**src/rtl/fpnan_pkg.sv**
```systemverilog
package fpnan_pkg;

    localparam int NUM_FMT = 4;
    localparam int OP_W    = 64;

    typedef enum logic [1:0] {
        FMT_HALF   = 2'd0,
        FMT_BF16   = 2'd1,
        FMT_SINGLE = 2'd2,
        FMT_DOUBLE = 2'd3
    } fp_fmt_e;

    // Exponent field width per format code
    function automatic int exp_width(input int f);
        case (f)
            0:       return 5;
            1:       return 8;
            2:       return 8;
            default: return 11;
        endcase
    endfunction

    // Fraction field width per format code
    function automatic int frac_width(input int f);
        case (f)
            0:       return 10;
            1:       return 7;
            2:       return 23;
            default: return 52;
        endcase
    endfunction

    // Raw facts pulled from the operand
    typedef struct packed {
        logic exp_ones;
        logic top_frac;
        logic low_frac_nz;
    } nan_fields_t;

    // How the top fraction bit is interpreted
    typedef struct packed {
        logic inverted;
        logic all_quiet;
    } qbit_mode_t;

    // Classification result
    typedef struct packed {
        logic is_nan;
        logic is_quiet;
        logic is_sig;
    } nan_class_t;

endpackage

```
**src/rtl/nan_field_extract.sv**
```systemverilog
module nan_field_extract
    import fpnan_pkg::*;
#(
    parameter int OPERAND_W = OP_W
) (
    input  logic [OPERAND_W-1:0] operand,
    input  fp_fmt_e              fmt,
    output nan_fields_t          fields
);

    nan_fields_t per_fmt [NUM_FMT];

    generate
        for (genvar g = 0; g < NUM_FMT; g++) begin : g_fmt
            localparam int EW = exp_width(g);
            localparam int FW = frac_width(g);
            assign per_fmt[g] = '{
                exp_ones:    &operand[FW+EW-1:FW],
                top_frac:    operand[FW-1],
                low_frac_nz: |operand[FW-2:0]
            };
        end
    endgenerate

    // Sign bits never matter to the classification
    logic unused_sign_bit;
    assign unused_sign_bit = operand[OPERAND_W-1];

    assign fields = per_fmt[fmt];

endmodule

```
**src/rtl/nan_decide.sv**
```systemverilog
module nan_decide
    import fpnan_pkg::*;
(
    input  nan_fields_t fields,
    input  qbit_mode_t  mode,
    output nan_class_t  cls
);

    logic any_nan;
    logic top_set_nan;
    logic top_clear_nan;

    always_comb begin
        any_nan       = fields.exp_ones & (fields.top_frac | fields.low_frac_nz);
        top_set_nan   = fields.exp_ones & fields.top_frac;
        top_clear_nan = fields.exp_ones & ~fields.top_frac & fields.low_frac_nz;
        cls.is_nan    = any_nan;
        if (mode.all_quiet) begin
            cls.is_quiet = any_nan;
            cls.is_sig   = 1'b0;
        end else if (mode.inverted) begin
            cls.is_quiet = top_clear_nan;
            cls.is_sig   = top_set_nan;
        end else begin
            cls.is_quiet = top_set_nan;
            cls.is_sig   = top_clear_nan;
        end
    end

endmodule

```
**src/rtl/nan_result_reg.sv**
```systemverilog
module nan_result_reg
    import fpnan_pkg::*;
(
    input  logic       clk,
    input  logic       rst,
    input  logic       load,
    input  nan_class_t d,
    output logic       valid_q,
    output nan_class_t q
);

    always_ff @(posedge clk) begin
        if (rst) begin
            valid_q <= 1'b0;
            q       <= '0;
        end else begin
            valid_q <= load;
            if (load) begin
                q <= d;
            end
        end
    end

endmodule

```
**src/rtl/fp_nan_sorter.sv**
```systemverilog
module fp_nan_sorter
    import fpnan_pkg::*;
(
    input  logic            clk,
    input  logic            rst,
    input  logic            in_valid,
    input  logic [1:0]      in_fmt,
    input  logic [OP_W-1:0] in_operand,
    input  logic            qbit_inverted,
    input  logic            all_quiet,
    output logic            out_valid,
    output logic            out_is_nan,
    output logic            out_is_quiet,
    output logic            out_is_signaling
);

    nan_fields_t fields;
    qbit_mode_t  mode;
    nan_class_t  cls_now;
    nan_class_t  cls_q;

    assign mode = '{inverted: qbit_inverted, all_quiet: all_quiet};

    nan_field_extract #(.OPERAND_W(OP_W)) u_extract (
        .operand (in_operand),
        .fmt     (fp_fmt_e'(in_fmt)),
        .fields  (fields)
    );

    nan_decide u_decide (
        .fields (fields),
        .mode   (mode),
        .cls    (cls_now)
    );

    nan_result_reg u_reg (
        .clk     (clk),
        .rst     (rst),
        .load    (in_valid),
        .d       (cls_now),
        .valid_q (out_valid),
        .q       (cls_q)
    );

    assign out_is_nan       = cls_q.is_nan;
    assign out_is_quiet     = cls_q.is_quiet;
    assign out_is_signaling = cls_q.is_sig;

endmodule

```
**config.mk**
```make
export PLATFORM = sky130hd
export DESIGN_NAME = fp_nan_sorter
export DESIGN_NICKNAME = d
export VERILOG_FILES = /design/src/rtl/fpnan_pkg.sv /design/src/rtl/nan_field_extract.sv /design/src/rtl/nan_decide.sv /design/src/rtl/nan_result_reg.sv /design/src/rtl/fp_nan_sorter.sv
export SDC_FILE = /design/constraint.sdc
export NUM_CORES = 1
export LEC_CHECK = 0
export BUFFER_PORTS_ARGS = -buffer_cell sky130_fd_sc_hd__buf_2
export CAP_MARGIN = 20
export CORE_MARGIN = 1
export CORE_UTILIZATION = 28
export DETAILED_ROUTE_END_ITERATION = 12
export PLACE_DENSITY_LB_ADDON = 0.05
export SYNTH_ARGS = -nofsm -noshare
export SYNTH_HDL_FRONTEND = slang
export SYNTH_SLANG_ARGS = --single-unit
export TNS_END_PERCENT = 30
```
**constraint.sdc**
```tcl
create_clock -name clk -period 3.01 [get_ports clk]
set_input_delay 0.301 -clock clk [delete_from_list [all_inputs] [get_ports clk]]
set_output_delay 0.301 -clock clk [all_outputs]
set_load 0.02 [all_outputs]
```
; ---- Word level (Yosys, flattened, before mapping)
; Cells that the tools add are included.
[totals]
input_bits = 71
output_inout_bits = 4
register_bits = 4
word_cells = 25
[op_classes]
n_reduce_logical = 8
magnitude_cmp = 1
muxes = 5
n_bitwise = 7
[op_table]
columns = op, n
row1 = $reduce_or A51 Y1, 1
row2 = $reduce_or A22 Y1, 1
row3 = $reduce_and A8 Y1, 2
row4 = $reduce_and A11 Y1, 1
row5 = $reduce_or A9 Y1, 1
row6 = $bmux W3 S2, 1
row7 = $mux W3, 2
row8 = $reduce_or A6 Y1, 1
row9 = $reduce_and A5 Y1, 1
row10 = $and A1 B1 Y1, 4
row11 = $mux W2, 2
row12 = $ge A3 B3 Y1 const B, 1
row13 = $not A2 Y3, 1
row14 = $not A1 Y1, 1
row15 = $or A1 B1 Y1, 1

; ---- Longest topological paths before layout
; Gate-level depths: netlist of run 1.
[depth]
ltp_word = 9
ltp_mapped = 5
depth_no_buf = 5

; ---- Hierarchy
; A second synthesis of run 1 with hierarchy kept.
[unflattened]
cells_unflattened = 58
hier_area_um2 = 427.9
[by_module_without_submodules]
columns = module, area_each_um2, n_inst, seq_area_each_um2, cells_each
row1 = nan_field_extract, 239.0, 1, 0.0, 39
row2 = nan_result_reg, 127.6, 1, 80.1, 11
row3 = nan_decide, 61.3, 1, 0.0, 8

; ---- Least setup slack after synthesis of run 1
; No wires, ideal clock.
[synth_path]
path_type = input-to-reg
startpoint = in in_operand[1]
endpoint = reg u_reg.q[1] in the netlist's numbering
setup_time_ns = 0.132
arrival_time_ns = 1.602
n_path_buf = 0
stages = 5
path_slack_ns = 1.276
t_required_ns = 2.878
path_cell_list = or4_4 > a2111oi_2 > a21oi_1 > nor3_1 > o32ai_1
[synth_between]
elab_chain_cells = 7
elab_cells_between_ends = 12
cone_classes = 5 x mux / 3 x bitwise / 4 x reduce/logical
[synth_lines]
columns = item, line_no
row1 = "start, declared", fp_nan_sorter.sv:8  ; input logic [OP_W-1:0] in_operand,
row2 = $reduce_or A51 Y1 (tied with other cells), nan_field_extract.sv:20  ; low_frac_nz: |operand[FW-2:0]
row3 = $bmux W3 S2 *, nan_field_extract.sv:29  ; assign fields = per_fmt[fmt];
row4 = $mux W3 (not written as such) * (2 in series), nan_field_extract.sv:29
row5 = $and A1 B1 Y1 / $or A1 B1 Y1 (equally long branches), "nan_decide.sv:16, nan_decide.sv:14"
row6 = $mux W2 / $and A1 B1 Y1 (equally long branches), "nan_decide.sv:21, nan_decide.sv:14"
row7 = $mux W2 *, nan_decide.sv:18  ; if (mode.all_quiet) begin
row8 = "end signal, assigned", nan_result_reg.sv:15  ; q <= '0;
row9 = "end signal, assigned", nan_result_reg.sv:19  ; q <= d;
row10 = "end, declared", nan_result_reg.sv:9  ; output nan_class_t q
; Mark *: on every way between the ends. The rest lies on a longest branch, timed or not. The select of a mux whose other input is x is not followed.
; A chain may end at the register's enable or synchronous reset.

; ---- Worst setup path in the final report of run 1
; Same ends and word-level chain as after synthesis.

==> summary.md, run 1 <==
| Metric | Value |
|---|---|
| Status | completed |
| Die width | 41.3 um |
| Setup CP Type | in2reg |
| P_leak | 0.422 nW |
| Reg2reg setup slack | 2.27 ns |
| Synth Area in Adders | 0 |
| Synthesized area per cell | 7.73 um^2 |
| Antenna cells | 0 |
| Syn-to-layout area delta | 93.9% |
| RD Place Congestion | 0.744 |
| # rows | 13 |
| Clock Latency Late Sink | 0.24 ns |
| Antenna violations before repair | 0 |
| Nets | 205 |
| Slew @ Worst Pin | 0.425 ns |
| First-pass GRT wire length | 2.32 mm |
| Pins over their slew limit | 0 |
| Critical Path Start Type | input pin |
| Synthesized cell area | 433 um^2 |
| Pin count of the biggest net entering global routing | 7 |
| Final setup violation count | 0 |
| Area leader, netlist | dfxtp_1 |
| Tightest Hold Check Type | in2reg |
| Unrepaired setup endpoints after global routing | false |
| Total GRT Usage | 0.209 |
| Post-synth EDFFs | 0 |
| Final setup skew | 0 ns |
| Share of cells above drive strength 1 | 0.606 |
| Residual DRC | 0 |
| Post-Syn Instances | 56 |
| Post-synth ARST share | 0 |
| Clk slew on worst S/H paths | 0.04 ns |
| Peak supply drop | 133 uV |
| Compound-Gate Fraction of Synth Area | 0.182 |
| Slew headroom | 0.709 |
| Fin crit period | 1.75 ns |
| Utilization after layout | 0.614 |
| Core area | 1370 um^2 |
| Clk sinks | 4 |
| Crit-path max cell delay | 0.53 ns |
| Stages on the worst setup path | 6 |
| Largest family of logic cells by synthesized area | simple AND/OR/NAND/NOR gates |
| Reg2reg start | u_reg.q[0]$_SDFFE_PP0P_ |
| Syn_nets | 127 |
| CP endpoint kind | register |
| Bufs on Longest Clock Path | 2 |
| Most frequent cells in the layout | buf_2, nor4_1, nor3_1 |
| Vias per cell | 5.17 |
| Required @ worst endpoint | 3.11 ns |
| Hold depth | 2 |
| Drt pass-1 iters | 3 |
| TritonCTS clock tree | built |
| Max Cap Violations | 0 |
| Top delay family on crit path | simple AND/OR/NAND/NOR gates |
| Routed wire length | 1.65 mm |
| Root Buffer | clkbuf_4 |
| Final HPWL DP | 1.52 mm |
| CTS resizes | 0 |
| Peak Freq | 571 MHz |
| Most common cell after layout, fill and taps aside | buf_2 |
| FF+latch count, synth | 4 |
| Crit share post-route | 0.581 |
| Die area | 1710 um^2 |
| Post-synth cell types | 27 |
| Iteration-0 DRC Markers | 5 |
| Antenna-violating nets left | 0 |
| Vias | 760 |
| R2R Path End | u_reg.q[0]$_SDFFE_PP0P_ |
| CTS buffer count | 3 |
| Worst path arrival time | 1.85 ns |
| Main synth FF type | dfxtp_1 |
| Synth top area cells | dfxtp_1, nor4_1, nand4_1 |
| Setup Fix Bufs, Post-CTS | 0 |
| Simple logic cell fraction of the synthesized area | 0.546 |
| Critical path cell sequence | buf_2 -> or4_4 -> a2111oi_2 -> a21oi_1 -> nor3_1 -> o32ai_1 |
| CP max-delay cell | or4_4 |
| Register area share after synthesis | 0.185 |
| Hold-fix buffers, CTS | 0 |
| Die H | 41.3 um |
| Pwr Density | 226 nW/um^2 |
| Initial Util | 0.317 |
| Xor-xnor portion of the synthesized cell area | 0 |
| Final TNS setup | 0 ns |
| Ys Warns | 0 |
| Final hold violations | 0 |
| Total grt overflow | 0 |
| Worst hold path startpoint | rst |
| Hold EP | u_reg.valid_q$_SDFF_PP0_ |
| Number of global-route vias before repair | 615 |
| FF-to-FF path depth | 2 |
| Yosys top cell area share | 0.185 |
| Crit Path Max Fanout | 2 |
| Mux contribution to synthesized area | 0.0520 |
| Port bufs | 73 |
| Wire length per cell | 11.2 um |
| Critical path buffer and inverter count | 1 |
| H-tree levels | 1 |
| IO Count | 75 |
==> kinds of logic after synthesis <==
family          Yosys count
compound gates           10
buf+inv                   4
flops                     4
mux                       1
simple gates             37
==> worst register-to-register path: cells and delay by family (launching register included) <==
kind | cells | cell delay, ns
AOI/OAI and AO/OA | 1 | 0.26
and+or+nand+nor | 1 | 0.06
DFF | 1 | 0.33
==> area by class of cell <==
cell class                 count  area, um^2
sequential                     4        80.1
tap                           15        18.8
clock buffer                   3        22.5
inverter                       4        15.0
multi-input combinational     48         338
timing repair buffer          73         365
fill                         144         527
==> synth_stat cells (2+ instances only) <==
cell type / number
or4_1: 2
nor4_1: 8
a21oi_1: 2
nand3_1: 2
nor2_1: 3
nand4_1: 4
nand2_1: 3
nor3_1: 5
and4_1: 2
inv_1: 4
dfxtp_1: 4
o31ai_1: 2
==> worst max path at each step <==
stage | from | to | slack [ns]
after floorplan | in_operand[1] | u_reg.q[1]$_SDFFE_PP0P_ | 1.28
after global placement | in_operand[1] | u_reg.q[1]$_SDFFE_PP0P_ | 1.07
after detailed placement | in_operand[1] | u_reg.q[1]$_SDFFE_PP0P_ | 1.03
after CTS | in_operand[1] | u_reg.q[1]$_SDFFE_PP0P_ | 1.26
after global routing | in_operand[1] | u_reg.q[1]$_SDFFE_PP0P_ | 1.16
final | in_operand[1] | u_reg.q[1]$_SDFFE_PP0P_ | 1.26
==> flip-flops by register name, summed over array words and instances, names as in the netlist <==
| signal | cells |
|---|---|
| u_reg.q | 3 |
| u_reg.valid_q | 1 |
==> per-layer routing <==
metal	part of all wire	routed length (um)	vias to the layer above	global-route usage
li1	-	-	392	-
met5	0	0	-	0
met2	0.53	878	44	0.395
met3	0.087	143	2	0.0372
met1	0.37	617	322	0.220
met4	0.0085	14	0	0.0968
==> where the power goes <==
group / switching, W / internal [W] / leakage [nW]
Sequential: 0.000000179 / 0.0000541 / 0.0325
Clock: 0.0000227 / 0.0000446 / 0.0138
Combinational: 0.0000269 / 0.0000410 / 0.376
Total: 0.0000497 / 0.000140 / 0.422
==> metrics by stage <==
| stage | cell area (um^2) | setup slack, ns | instances | total power, W | hold slack [ns] |
|---|---|---|---|---|---|
| after detailed placement | 817 | 1.03 | 144 | 0.000123 | 0.471 |
| after global routing | 840 | 1.16 | 147 | 0.000203 | 0.291 |
| after floorplan | 433 | 1.28 | 56 | 0.0000711 | 0.368 |
| after CTS | 840 | 1.26 | 147 | 0.000192 | 0.282 |
| final | 840 | 1.26 | 147 | 0.000189 | 0.283 |
| after global placement | 817 | 1.07 | 144 | 0.000121 | 0.462 |
No activity file was read; power rests on OpenSTA's default activity.
==> run 2: changes to the inputs <==
--- a/config.mk
+++ b/config.mk
@@ -5,10 +5,11 @@
 export SDC_FILE = /design/constraint.sdc
 export NUM_CORES = 1
 export LEC_CHECK = 0
+export ABC_AREA = 1
 export BUFFER_PORTS_ARGS = -buffer_cell sky130_fd_sc_hd__buf_2
 export CAP_MARGIN = 20
 export CORE_MARGIN = 1
-export CORE_UTILIZATION = 28
+export CORE_UTILIZATION = 30
 export DETAILED_ROUTE_END_ITERATION = 12
 export PLACE_DENSITY_LB_ADDON = 0.05
 export SYNTH_ARGS = -nofsm -noshare
==> constraint.sdc (replaced) <==
create_clock -name clk -period 1.5 [get_ports clk]
set_input_delay 0.15 -clock clk [delete_from_list [all_inputs] [get_ports clk]]
set_output_delay 0.15 -clock clk [all_outputs]
set_load 0.02 [all_outputs]
==> run 2 against run 1 <==
Against the previous run: sequential power rose by 110%; die area grew 43%; worst hold slack lost 0.16 ns; combinational power grew to 3.0 times the previous value; clock-buffer cell count is the same; power rose by 140%; register-to-register slack lost 1.4 ns; routed wire length rose by 9.7%; setup slack lost 0.76 ns; non-clock buffer count is the same; area after synthesis is 56% higher; critical path type unchanged; critical endpoint unchanged.
==> summary.md, run 2 <==
| Metric | Value |
|---|---|
| Clock Latency Late Sink | 0.23 ns (about the same) |
| Synth top area cells | nand2_1, inv_1, nor2_1 |
| Unrepaired setup endpoints after global routing | false |
| Share of cells above drive strength 1 | 0.408 (-0.198) |
| Peak Freq | 1000 MHz |
| P_leak | 0.709 nW (+68%) |
| Slew @ Worst Pin | 0.209 ns (-0.217 ns) |
| Crit-path max cell delay | 0.18 ns (-0.35 ns) |
| Die width | 49.4 um (+20%) |
| Power Total | 0.000452 W (+140%) |
| CP max-delay cell | nor3_1 |
| Main synth FF type | dfxtp_1 |
| Crit Path Max Fanout | 3 (+1) |
| Most numerous cell in the Yosys netlist | nand2_1 |
| Status | completed |
| Clk sinks | 4 (unchanged) |
| Slew headroom | 0.860 (+0.151) |
| Final setup violation count | 0 (unchanged) |
| TritonCTS clock tree | built |
| CTS resizes | 0 (unchanged) |
| Post-Syn Instances | 142 (+150%) |
| Pin count of the biggest net entering global routing | 7 (unchanged) |
| Final TNS setup | 0 ns (unchanged) |
| Vias per cell | 4.18 (-19%) |
| Hold-fix buffers, CTS | 0 (unchanged) |
| Iteration-0 DRC Markers | 13 (+8) |
| Routed wire length | 1.81 mm (+9.7%) |
| Syn_nets | 213 (+68%) |
| Final hold violations | 0 (unchanged) |
| Core area | 2040 um^2 (+49%) |
| Critical Path Start Type | input pin |
| Yosys top cell area share | 0.228 (+0.0432) |
| H-tree levels | 1 (unchanged) |
| Die H | 49.4 um (+20%) |
| Antenna-violating nets left | 0 (unchanged) |
| Root Buffer | clkbuf_4 |
| Peak supply drop | 311 uV (+130%) |
| Clk slew on worst S/H paths | 0.03 ns (about the same) |
| Ys Warns | 0 (unchanged) |
| Area leader, netlist | nand2_1 |
| Vias | 1,023 (+35%) |
| IO Count | 75 (unchanged) |
| Total grt overflow | 0 (unchanged) |
| Most frequent cells in the layout | buf_2, nand2_1, inv_1 |
| Final HPWL DP | 1.62 mm (+6.8%) |
| Crit share post-route | 0.666 |
| Pins over their slew limit | 0 (unchanged) |
| FF+latch count, synth | 4 (unchanged) |
| Pwr Density | 412 nW/um^2 (+83%) |
| Post-synth EDFFs | 0 (unchanged) |
| CP endpoint kind | register |
| FILL cells | 234 (+63%) |
| Number of global-route vias before repair | 907 (+47%) |
| Number of flip-flops in the largest register | 3 (unchanged) |
| Register area share after synthesis | 0.119 (-0.0662) |
| Fin crit period | 1.00 ns |
| Synth top cells by count | nand2_1, inv_1, nor2_1 |
| Synthesized area per cell | 4.75 um^2 (-39%) |
| Wire length per cell | 7.40 um (-34%) |
| Antenna violations before repair | 0 (unchanged) |
| Setup Fix Bufs, Post-CTS | 0 (unchanged) |
| Nets | 291 (+42%) |
| Synthesized cell area | 674 um^2 (+56%) |
| Syn-to-layout area delta | 62.5% |
| Required @ worst endpoint | 1.62 ns (-1.49 ns) |
| Final setup skew | 0 ns (unchanged) |
| Bufs on Longest Clock Path | 2 (unchanged) |
| Residual DRC | 0 (unchanged) |
| Initial Util | 0.330 (+0.0134) |
| Top Registers | u_reg.q (3), u_reg.valid_q (1) |
| Most common cell after layout, fill and taps aside | buf_2 |
| Post-synth cell types | 19 (-30%) |
| Total GRT Usage | 0.165 (-0.0438) |
| Critical path cell sequence | buf_2 -> nor3_1 -> nand3b_1 -> nor3_1 -> nand2_1 -> nand3_1 -> nand3_1 -> nand3_2 -> a21oi_2 |
| Setup CP Type | in2reg |
| Most flop-heavy register | u_reg.q |
| Die area | 2440 um^2 (+43%) |
| Reg2reg start | u_reg.q[2]$_SDFFE_PP0P_ |
| Tightest Hold Check Type | in2reg |
| Antenna cells | 0 (unchanged) |
| First-pass GRT wire length | 3.27 mm (+41%) |
| RD Place Congestion | 0.726 (-2.4%) |
| Port bufs | 73 (unchanged) |
| Post-synth ARST share | 0 (unchanged) |
| Worst path arrival time | 1.12 ns (-0.73 ns) |
| Worst hold path startpoint | rst |
| # rows | 16 (+3) |
| Drt pass-1 iters | 4 (+1) |
| CTS buffer count | 3 (unchanged) |
| Max Cap Violations | 0 (unchanged) |
| Critical Path Source | in_operand[8] |
[run 2: kinds of logic (layout without fill, tap and decap cells)]
kind of cell | Yosys count | after routing | share of synthesized area
AOI/OAI and AO/OA | 7 | 7 | 0.0668
DFF | 4 | 4 | 0.119
buffers and inverters | 37 | 113 | 0.206
and+or+nand+nor | 94 | 94 | 0.609
[run 2: report_power, final]
group,total (W),leakage (nW),internal (W),switching (W)
Combinational,0.000204,0.662,0.000105,0.0000994
Clock,0.000132,0.0138,0.0000895,0.0000430
Sequential,0.000115,0.0330,0.000113,0.00000238
[run 2: path summary, 6_finish.rpt]
check,cells past startpoint,end,slack (ns)
setup / recovery,9,u_reg.q[1]$_SDFFE_PP0P_,0.50
hold / removal,2,u_reg.q[1]$_SDFFE_PP0P_,0.12
setup reg to reg,4,u_reg.q[2]$_SDFFE_PP0P_,0.86
hold reg to reg,2,u_reg.q[0]$_SDFFE_PP0P_,0.47
[run 2: worst max-delay path: cells and delay by family]
kind                   cells  cell delay (ns)
AND/OR/NAND/NOR            7             0.80
buffers and inverters      1             0.11
AO/OA/AOI/OAI              1             0.04
[run 2: final cells by class]
class,instances,area (um^2),share of cell area
Multi-Input combinational cell,101,455,0.416
Inverter,37,139,0.127
Tap cell,27,33.8,0.0308
Clock buffer,3,22.5,0.0205
Sequential cell,4,80.1,0.0731
Timing Repair Buffer,73,365,0.333
[run 2: layer usage]
metal  vias to the layer above  share of wire  GRT usage
met4                         0              0     0.0571
met3                         0          0.096     0.0436
li1                        575              -          -
met2                        56           0.46      0.304
met5                         -              0          0
met1                       392           0.44      0.179
[run 2: per-stage QoR]
step	setup slack (ns)	area (um^2)	hold WS, ns	instances	util
after floorplan	0.469	674	0.212	142	-
after global placement	0.269	1070	0.357	242	0.526
after detailed placement	0.254	1070	0.360	242	0.526
after CTS	0.493	1100	0.120	245	0.537
after global routing	0.314	1100	0.133	245	0.537
final	0.500	1100	0.125	245	0.537
